<file path="config.mk">
export PLATFORM = sky130hd
export DESIGN_NAME = fp_mem_arbiter
export DESIGN_NICKNAME = d
export VERILOG_FILES = /design/src/rtl/arb_pkg.sv /design/src/rtl/arb_grant.sv /design/src/rtl/arb_fwd.sv /design/src/rtl/arb_resp.sv /design/src/rtl/fp_mem_arbiter.sv
export SDC_FILE = /design/constraint.sdc
export NUM_CORES = 1
export LEC_CHECK = 0
export ABC_AREA = 1
export CORE_AREA = 3 3 119 121
export DETAILED_ROUTE_END_ITERATION = 7
export DIE_AREA = 0 0 122 124
export GPL_TIMING_DRIVEN = 0
export PLACE_DENSITY = 0.54
export SYNTH_ARGS = -nofsm -noshare
export SYNTH_HDL_FRONTEND = slang
export SYNTH_HIERARCHICAL = 1
export SYNTH_SLANG_ARGS = --single-unit
</file>
<file path="constraint.sdc">
create_clock -name clk -period 1.99 [get_ports clk]
set_input_delay 0.398 -clock clk [delete_from_list [all_inputs] [get_ports clk]]
set_output_delay 0.398 -clock clk [all_outputs]
set_load 0.1 [all_outputs]
</file>
<file path="src/rtl/arb_pkg.sv">
// Shared types for the fixed-priority memory arbiter.
// Assumes: exactly two requesters, identified by a one-bit source code.
package arb_pkg;
    typedef enum logic {
        SRC_HI = 1'b0,
        SRC_LO = 1'b1
    } src_e;
endpackage

</file>
<file path="src/rtl/arb_grant.sv">
// Grant controller: picks the requester to forward and locks it in while
// the memory stalls the transfer.
// Assumes: requesters keep valid and payload stable until their ready.
module arb_grant
    import arb_pkg::*;
(
    input  logic clk,
    input  logic rst_n,
    input  logic hi_valid,
    input  logic lo_valid,
    input  logic mem_ready,
    output src_e sel,
    output logic active,
    output logic locked,
    output src_e lock_src
);
    logic locked_q;
    src_e lock_src_q;

    // Purpose: choose the source, held while locked, else by fixed priority.
    always_comb begin
        if (!rst_n) begin
            sel    = SRC_HI;
            active = 1'b0;
        end else if (locked_q) begin
            sel    = lock_src_q;
            active = (lock_src_q == SRC_HI) ? hi_valid : lo_valid;
        end else begin
            sel    = hi_valid ? SRC_HI : SRC_LO;
            active = hi_valid | lo_valid;
        end
    end

    // Purpose: record the owner of a stalled transfer, release on completion.
    always_ff @(posedge clk) begin
        if (!rst_n) begin
            locked_q   <= 1'b0;
            lock_src_q <= SRC_HI;
        end else if (active && !mem_ready) begin
            locked_q   <= 1'b1;
            lock_src_q <= sel;
        end else begin
            locked_q   <= 1'b0;
        end
    end

    assign locked   = locked_q;
    assign lock_src = lock_src_q;
endmodule

</file>
<file path="src/rtl/arb_fwd.sv">
// Request path: steers the selected requester's payload to the memory port.
// Assumes: sel and active come from the grant controller in the same cycle.
module arb_fwd
    import arb_pkg::*;
#(
    parameter int ADDR_W = 32,
    parameter int DATA_W = 32,
    parameter int STRB_W = DATA_W / 8
) (
    input  src_e              sel,
    input  logic              active,
    input  logic [ADDR_W-1:0] hi_addr,
    input  logic [DATA_W-1:0] hi_wdata,
    input  logic [STRB_W-1:0] hi_wstrb,
    input  logic [ADDR_W-1:0] lo_addr,
    input  logic [DATA_W-1:0] lo_wdata,
    input  logic [STRB_W-1:0] lo_wstrb,
    output logic              mem_valid,
    output logic [ADDR_W-1:0] mem_addr,
    output logic [DATA_W-1:0] mem_wdata,
    output logic [STRB_W-1:0] mem_wstrb
);
    // Purpose: forward the granted payload, or all zeros while idle.
    always_comb begin
        mem_valid = active;
        mem_addr  = '0;
        mem_wdata = '0;
        mem_wstrb = '0;
        if (active) begin
            if (sel == SRC_HI) begin
                mem_addr  = hi_addr;
                mem_wdata = hi_wdata;
                mem_wstrb = hi_wstrb;
            end else begin
                mem_addr  = lo_addr;
                mem_wdata = lo_wdata;
                mem_wstrb = lo_wstrb;
            end
        end
    end
endmodule

</file>
<file path="src/rtl/arb_resp.sv">
// Response path: routes the memory's ready and read data to the owner only.
// Assumes: the non-owner ignores its read data; it is driven to zero.
module arb_resp
    import arb_pkg::*;
#(
    parameter int DATA_W = 32
) (
    input  src_e              sel,
    input  logic              active,
    input  logic              mem_ready,
    input  logic [DATA_W-1:0] mem_rdata,
    output logic              hi_ready,
    output logic [DATA_W-1:0] hi_rdata,
    output logic              lo_ready,
    output logic [DATA_W-1:0] lo_rdata
);
    logic own_hi;
    logic own_lo;

    // Purpose: decode which requester owns the forwarded transfer.
    always_comb begin
        own_hi = active && (sel == SRC_HI);
        own_lo = active && (sel == SRC_LO);
    end

    // Purpose: return completion and read data to the owner, zero elsewhere.
    always_comb begin
        hi_ready = own_hi && mem_ready;
        lo_ready = own_lo && mem_ready;
        hi_rdata = own_hi ? mem_rdata : '0;
        lo_rdata = own_lo ? mem_rdata : '0;
    end
endmodule

</file>
<file path="src/rtl/fp_mem_arbiter.sv">
// Top: two valid/ready requesters share one single-port memory. The
// high-priority port wins ties; a stalled transfer keeps its grant.
// Assumes: each requester holds valid and payload until its ready.
module fp_mem_arbiter
    import arb_pkg::*;
#(
    parameter int ADDR_W = 32,
    parameter int DATA_W = 32
) (
    input  logic              clk,
    input  logic              rst_n,
    input  logic              hi_valid,
    output logic              hi_ready,
    input  logic [ADDR_W-1:0] hi_addr,
    input  logic [DATA_W-1:0] hi_wdata,
    input  logic [DATA_W/8-1:0] hi_wstrb,
    output logic [DATA_W-1:0] hi_rdata,
    input  logic              lo_valid,
    output logic              lo_ready,
    input  logic [ADDR_W-1:0] lo_addr,
    input  logic [DATA_W-1:0] lo_wdata,
    input  logic [DATA_W/8-1:0] lo_wstrb,
    output logic [DATA_W-1:0] lo_rdata,
    output logic              mem_valid,
    input  logic              mem_ready,
    output logic [ADDR_W-1:0] mem_addr,
    output logic [DATA_W-1:0] mem_wdata,
    output logic [DATA_W/8-1:0] mem_wstrb,
    input  logic [DATA_W-1:0] mem_rdata
);
    localparam int STRB_W = DATA_W / 8;

    src_e sel;
    logic active;
    logic lock_q;
    src_e lock_src_q;

    arb_grant u_grant (
        .clk       (clk),
        .rst_n     (rst_n),
        .hi_valid  (hi_valid),
        .lo_valid  (lo_valid),
        .mem_ready (mem_ready),
        .sel       (sel),
        .active    (active),
        .locked    (lock_q),
        .lock_src  (lock_src_q)
    );

    arb_fwd #(.ADDR_W(ADDR_W), .DATA_W(DATA_W), .STRB_W(STRB_W)) u_fwd (
        .sel       (sel),
        .active    (active),
        .hi_addr   (hi_addr),
        .hi_wdata  (hi_wdata),
        .hi_wstrb  (hi_wstrb),
        .lo_addr   (lo_addr),
        .lo_wdata  (lo_wdata),
        .lo_wstrb  (lo_wstrb),
        .mem_valid (mem_valid),
        .mem_addr  (mem_addr),
        .mem_wdata (mem_wdata),
        .mem_wstrb (mem_wstrb)
    );

    arb_resp #(.DATA_W(DATA_W)) u_resp (
        .sel       (sel),
        .active    (active),
        .mem_ready (mem_ready),
        .mem_rdata (mem_rdata),
        .hi_ready  (hi_ready),
        .hi_rdata  (hi_rdata),
        .lo_ready  (lo_ready),
        .lo_rdata  (lo_rdata)
    );
endmodule

</file>
**Word-level counts from Yosys, hierarchy flattened**

Index checks and enable logic that the tools add are counted.

- Bitwise operators: 2
- Mux-type cells: 15
- Reductions and logical operators: 6

Operator list:

| kind | number |
|---|---|
| two-way mux 32 bit | 6 |
| two-way mux 4 bit | 2 |
| two-way mux 1 bit | 7 |
| logical AND 1 bit | 5 |
| logical NOT 1 bit | 1 |
| NOT 1 bit | 1 |
| OR 1 bit | 1 |

- Input port bits: 173
- Logic and storage cells: 25
- Register bits after elaboration: 2

**Depth between registers and ports, before layout**

- Depth after elaboration: 6
- Gate-level depth with buffers: 9
- Mapped depth without buffers: 7

**Hierarchy**

The synthesis kept the hierarchy.

By module, submodules not included:

| module | sequential area each (um^2) | area each (um^2) | times used | cells an instance |
|---|---|---|---|---|
| arb_fwd | 0.0 | 1438.9 | 1 | 364 |
| arb_resp | 0.0 | 420.4 | 1 | 108 |
| arb_grant | 40.0 | 133.9 | 1 | 20 |

**Worst setup path after synthesis**

Ideal clock, no wire load.

- Path type: reg2out
- From: register u_grant.lock_src_q (netlist: u_grant/lock_src)
- To: output mem_wdata[11]
- Arrival: 2.336 ns
- Path buffers: 3
- Stages on the path, launching flop included: 10
- Slack: -0.744 ns
- Required time: 1.592 ns
- Cells stage by stage: dfxtp_1 > inv_1 > nand2_2 > nand3_2 > nand2_2 > buf_2 > buf_4 > buf_4 > nand2_1 > nor2_1

- Word-level cells in the longest chain between the ends: 4
- Elaborated cells between the ends (all ways): 7

RTL lines:

| element | RTL line | text |
|---|---|---|
| start: declaration | arb_grant.sv:18 | `src_e lock_src_q;` |
| start signal: assignment | arb_grant.sv:41 | `lock_src_q <= sel;` |
| two-way mux 1 bit | arb_grant.sv:27 | `active = (lock_src_q == SRC_HI) ? hi_valid : lo_valid;` |
| two-way mux 1 bit | arb_grant.sv:25 | `end else if (locked_q) begin` |
| two-way mux 1 bit | arb_grant.sv:22 | `if (!rst_n) begin` |
| named net active | fp_mem_arbiter.sv:34 | `logic active;` |
| two-way mux 32 bit | arb_fwd.sv:29 | `if (active) begin` |
| end: declaration | fp_mem_arbiter.sv:27 | `output logic [DATA_W-1:0] mem_wdata,` |

The timed path passes the listed nets, and every way through them passes these cells.

**Worst setup path after layout**

- From: register u_grant.lock_src_q (netlist: u_grant/lock_src)
- To: output mem_wdata[1]

- Word-level cells in the longest chain between the ends: 4
- Elaborated cells between the ends (all ways): 7

RTL lines:

| element | RTL line | text |
|---|---|---|
| two-way mux 1 bit | arb_grant.sv:25 |  |
| two-way mux 1 bit | arb_grant.sv:22 |  |
| named net sel | fp_mem_arbiter.sv:33 | `src_e sel;` |
| two-way mux 32 bit | arb_fwd.sv:30 | `if (sel == SRC_HI) begin` |
| two-way mux 32 bit | arb_fwd.sv:29 |  |

The timed path passes the listed nets, and every way through them passes these cells.

==> results.md <==
- Chip height: around 120 µm
- #FFs+latches synth: 2
- Xor/xnor share of the synthesized area: 0%
- Core Region: 0.01319 mm²
- Initial Util: 15.11%
- Worst-path clk slew: 0.03 ns
- Hold Violations, Final: 0
- Peak supply drop: 0.3201 mV
- Fin nets: between 1000 and 1500
- Buf/Inv on CP: 6
- Antenna diodes: 0
- Fin. max-slew vios: 0
- Simple-gate portion of the synthesized area: between 60% and 70%
- Routed length per instance: 16.25 µm
- RSZ-0062 raised after global routing: true
- Total wire length: 16.46 mm
- CP max stage cell: dfxtp_2
- Number of DRC markers in iteration 0: 74
- Count of maximum capacitance violations: 0
- Site Rows: 42
- CTS tree: done
- Most frequent cells after synthesis: 203 x nor2_1, 142 x nand2_1, 106 x inv_1
- Clock Tree Root: clkbuf_16
- Largest family of logic cells by synthesized area: simple AND/OR/NAND/NOR gates
- Seq/Total Area, Yosys: 2.009%
- Num Clock Sinks: 2
- Syn_nets: 665
- Critical path cell sequence: inv_2, nand2_2, nand2_2, nor2_4, buf_8, buf_12, buf_12, buf_12, nor2_4, nor2_4, buf_12
- First-pass GRT wire length: ~24 mm
- Dominant cells by area after synthesis: nor2_1 38%, nand2_1 27%, inv_1 20%
- Vias/cell: 4.071
- # IOs: slightly above 300
- Most Frequent Cell on Critical Path: buf_12
- Clock H-tree levels: 1
- Place WS: -1.551 ns
- Dpl cells: around 980
- Most numerous cell in the Yosys netlist: nor2_1
- Reg2Reg Setup Slack: 0.95 ns
- Area grow syn2layout: 348.9%
- Final min period: roughly 2.2 ns
- Yosys top cell by area: nor2_1
- Post-synth EDFFs: 0
- Mapped cell area: 0.001993 mm²
- Synth Area in Adders: 0%
- Buffers on Ports: 307
- Post-route clock period utilization: 108.3%
- Post-synth cell types: 13
- TritonCTS Buffers: 3
- Total GRT Usage: 20.50%
- Fraction of final layout cells sized beyond drive strength 1: 54.72%
- Die Area: 0.01513 mm²
- Post-route ant nets: 0
- Avg Cell Area, Syn: 4.051 µm²
- Clock Skews: 0.002812 ns
- Power Total: between 0.004 and 0.005 W
- Mapped Cells: 492
- Vias post-DR: 4124
- Clock latency at the later pin of the worst-skew pair: 0.22 ns
- Worst-Margin Slew: 0.2877 ns
- Vias in the first global route: 4513
- Largest net degree at the start of global routing: 11
- Final GP Congestion: between 0.7 and 0.8
- Half-perimeter wire length after placement: 11.94 mm
- Fill cells: around 1000
- DIE WIDTH: 122 µm
- Post-synthesis mux area share: 0%
- WP data arrival: 1.76 ns
- Crit. End Element: output pin
- Post-synth ARST share: 0%
- Tightest Hold Check Type: in2reg
- F_max: 0.4641 GHz
- Crit-path max FO: 6
- CP top delay family: buffers and inverters
- Main flop type after synthesis: dfxtp_1
- CP Launch Type: flop
- Relative slew slack: 80.97%
- CP Data Required Time: between 1.5 and 2 ns
- Initial antenna violation count: 0
- Status: finished, violations left
- Pwr dens: 478.1 mW/mm²
- Final non-filler cell total: 1013
- Fin worst setup slack: -0.1646 ns
- Failing checks: setup timing
- Leak Pwr: just under 4 nW
- Final setup vio count: 128
- Yosys top cell area share: 38.23%
- Synth warn: 6
- Crit path largest cell delay: about 0.34 ns
- CP Class: reg2out
- Clock Path Buffers: 2
- Compound-Gate Fraction of Synth Area: 0%
- Grt ovf: 0
- Drt pass-1 iters: 4
- Final routed DRC violation total: 0
[cell usage in the layout (no fill, tap or decap), types with 2 or more instances in the layout]
master           netlist  final
clkdlybuf4s50_1        0    169
nand3_2                1      2
buf_2                 16      3
nand2_2                4     51
buf_8                  0     13
nand2_4                0     15
buf_16                 0      6
nor2_2                 0     16
nor2_1               203     27
buf_12                 0    143
nand2_8                0      2
clkbuf_4               0      3
clkbuf_16              0      6
buf_6                  5     13
buf_4                  8     17
nand2_1              142     78
inv_2                  1      3
nor2_4                 1    161
inv_1                106    103
[kinds of logic after synthesis]
| group | after synthesis |
|---|---|
| buf+inv | 137 |
| flops | 2 |
| simple gates | 353 |
[flip-flops by register name (all words and copies together), names as in the netlist]
name              cells
u_grant/locked        1
u_grant/lock_src      1
[power breakdown]
| part | internal (W) | switching, W | total [W] |
|---|---|---|---|
| registers | 0.0000430 | 0.00000300 | 0.0000460 |
| clock network | 0.000256 | 0.0000538 | 0.000310 |
| logic | 0.00157 | 0.00235 | 0.00392 |
[what timing repair did]
action / in CTS / in global routing
hold buffers: 0 / 0
setup buffers: 18 / 7
cloned: 11 / 3
pin swaps: 36 / 48
gates resized for setup: 1359 / 96
endpoints found under the setup margin: 135 / 131
[worst reg2reg max path: stages (launching register included)]
cell	delay (ns)
dfxtp_2	0.34
inv_2	0.04
nand2_2	0.07
nand2_2	0.07
nor2_4	0.13
buf_4	0.18
nand3_1	0.09
nand2_1	0.06
[cell type report]
cell class                      count  area [µm²]  share of cell area (%)
Buffer                             29       440.4                   4.922
Multi-Input combinational cell    353        2860                   31.97
Tap cell                          176       220.2                   2.461
Inverter                          107       404.1                   4.517
Sequential cell                     2       45.04                  0.5034
Timing Repair Buffer              343        4902                   54.79
Clock buffer                        3       75.07                  0.8390
[routing by layer]
| metal | global-route usage [%] | vias up | part of all wire, % |
|---|---|---|---|
| met5 | 0 | - | 0 |
| met4 | 3.711 | 0 | 1.1 |
| met3 | 7.675 | 10 | 11 |
| met2 | 39.19 | 190 | 55 |
| met1 | 21.60 | 1879 | 33 |
| li1 | - | 2045 | - |
[through the flow]
stage | cell area, µm² | util, % | setup TNS, ns | hold slack (ns)
finish | 8947 | 67.83 | -8.596 | 0.5528
global route | 8947 | 67.83 | -16.39 | 0.6037
CTS | 8586 | 65.09 | -10.56 | 0.5552
detailed placement | 6266 | 47.51 | -194.45 | 0.5555
global placement | 6266 | 47.51 | -191.87 | 0.5418
floorplan | 2973 | - | -3.236 | 0.5177
[worst paths after layout]
check	startpoint	endpoint	cells past startpoint
worst max-delay path	u_grant/lock_src$_SDFFE_PN0P_	mem_wdata[1]	11
worst min-delay path	rst_n	u_grant/lock_src$_SDFFE_PN0P_	5
worst max register to register	u_grant/lock_src$_SDFFE_PN0P_	u_grant/lock_src$_SDFFE_PN0P_	7
worst min register to register	u_grant/lock_src$_SDFFE_PN0P_	u_grant/lock_src$_SDFFE_PN0P_	4
Power figures use the tool's default switching activity.
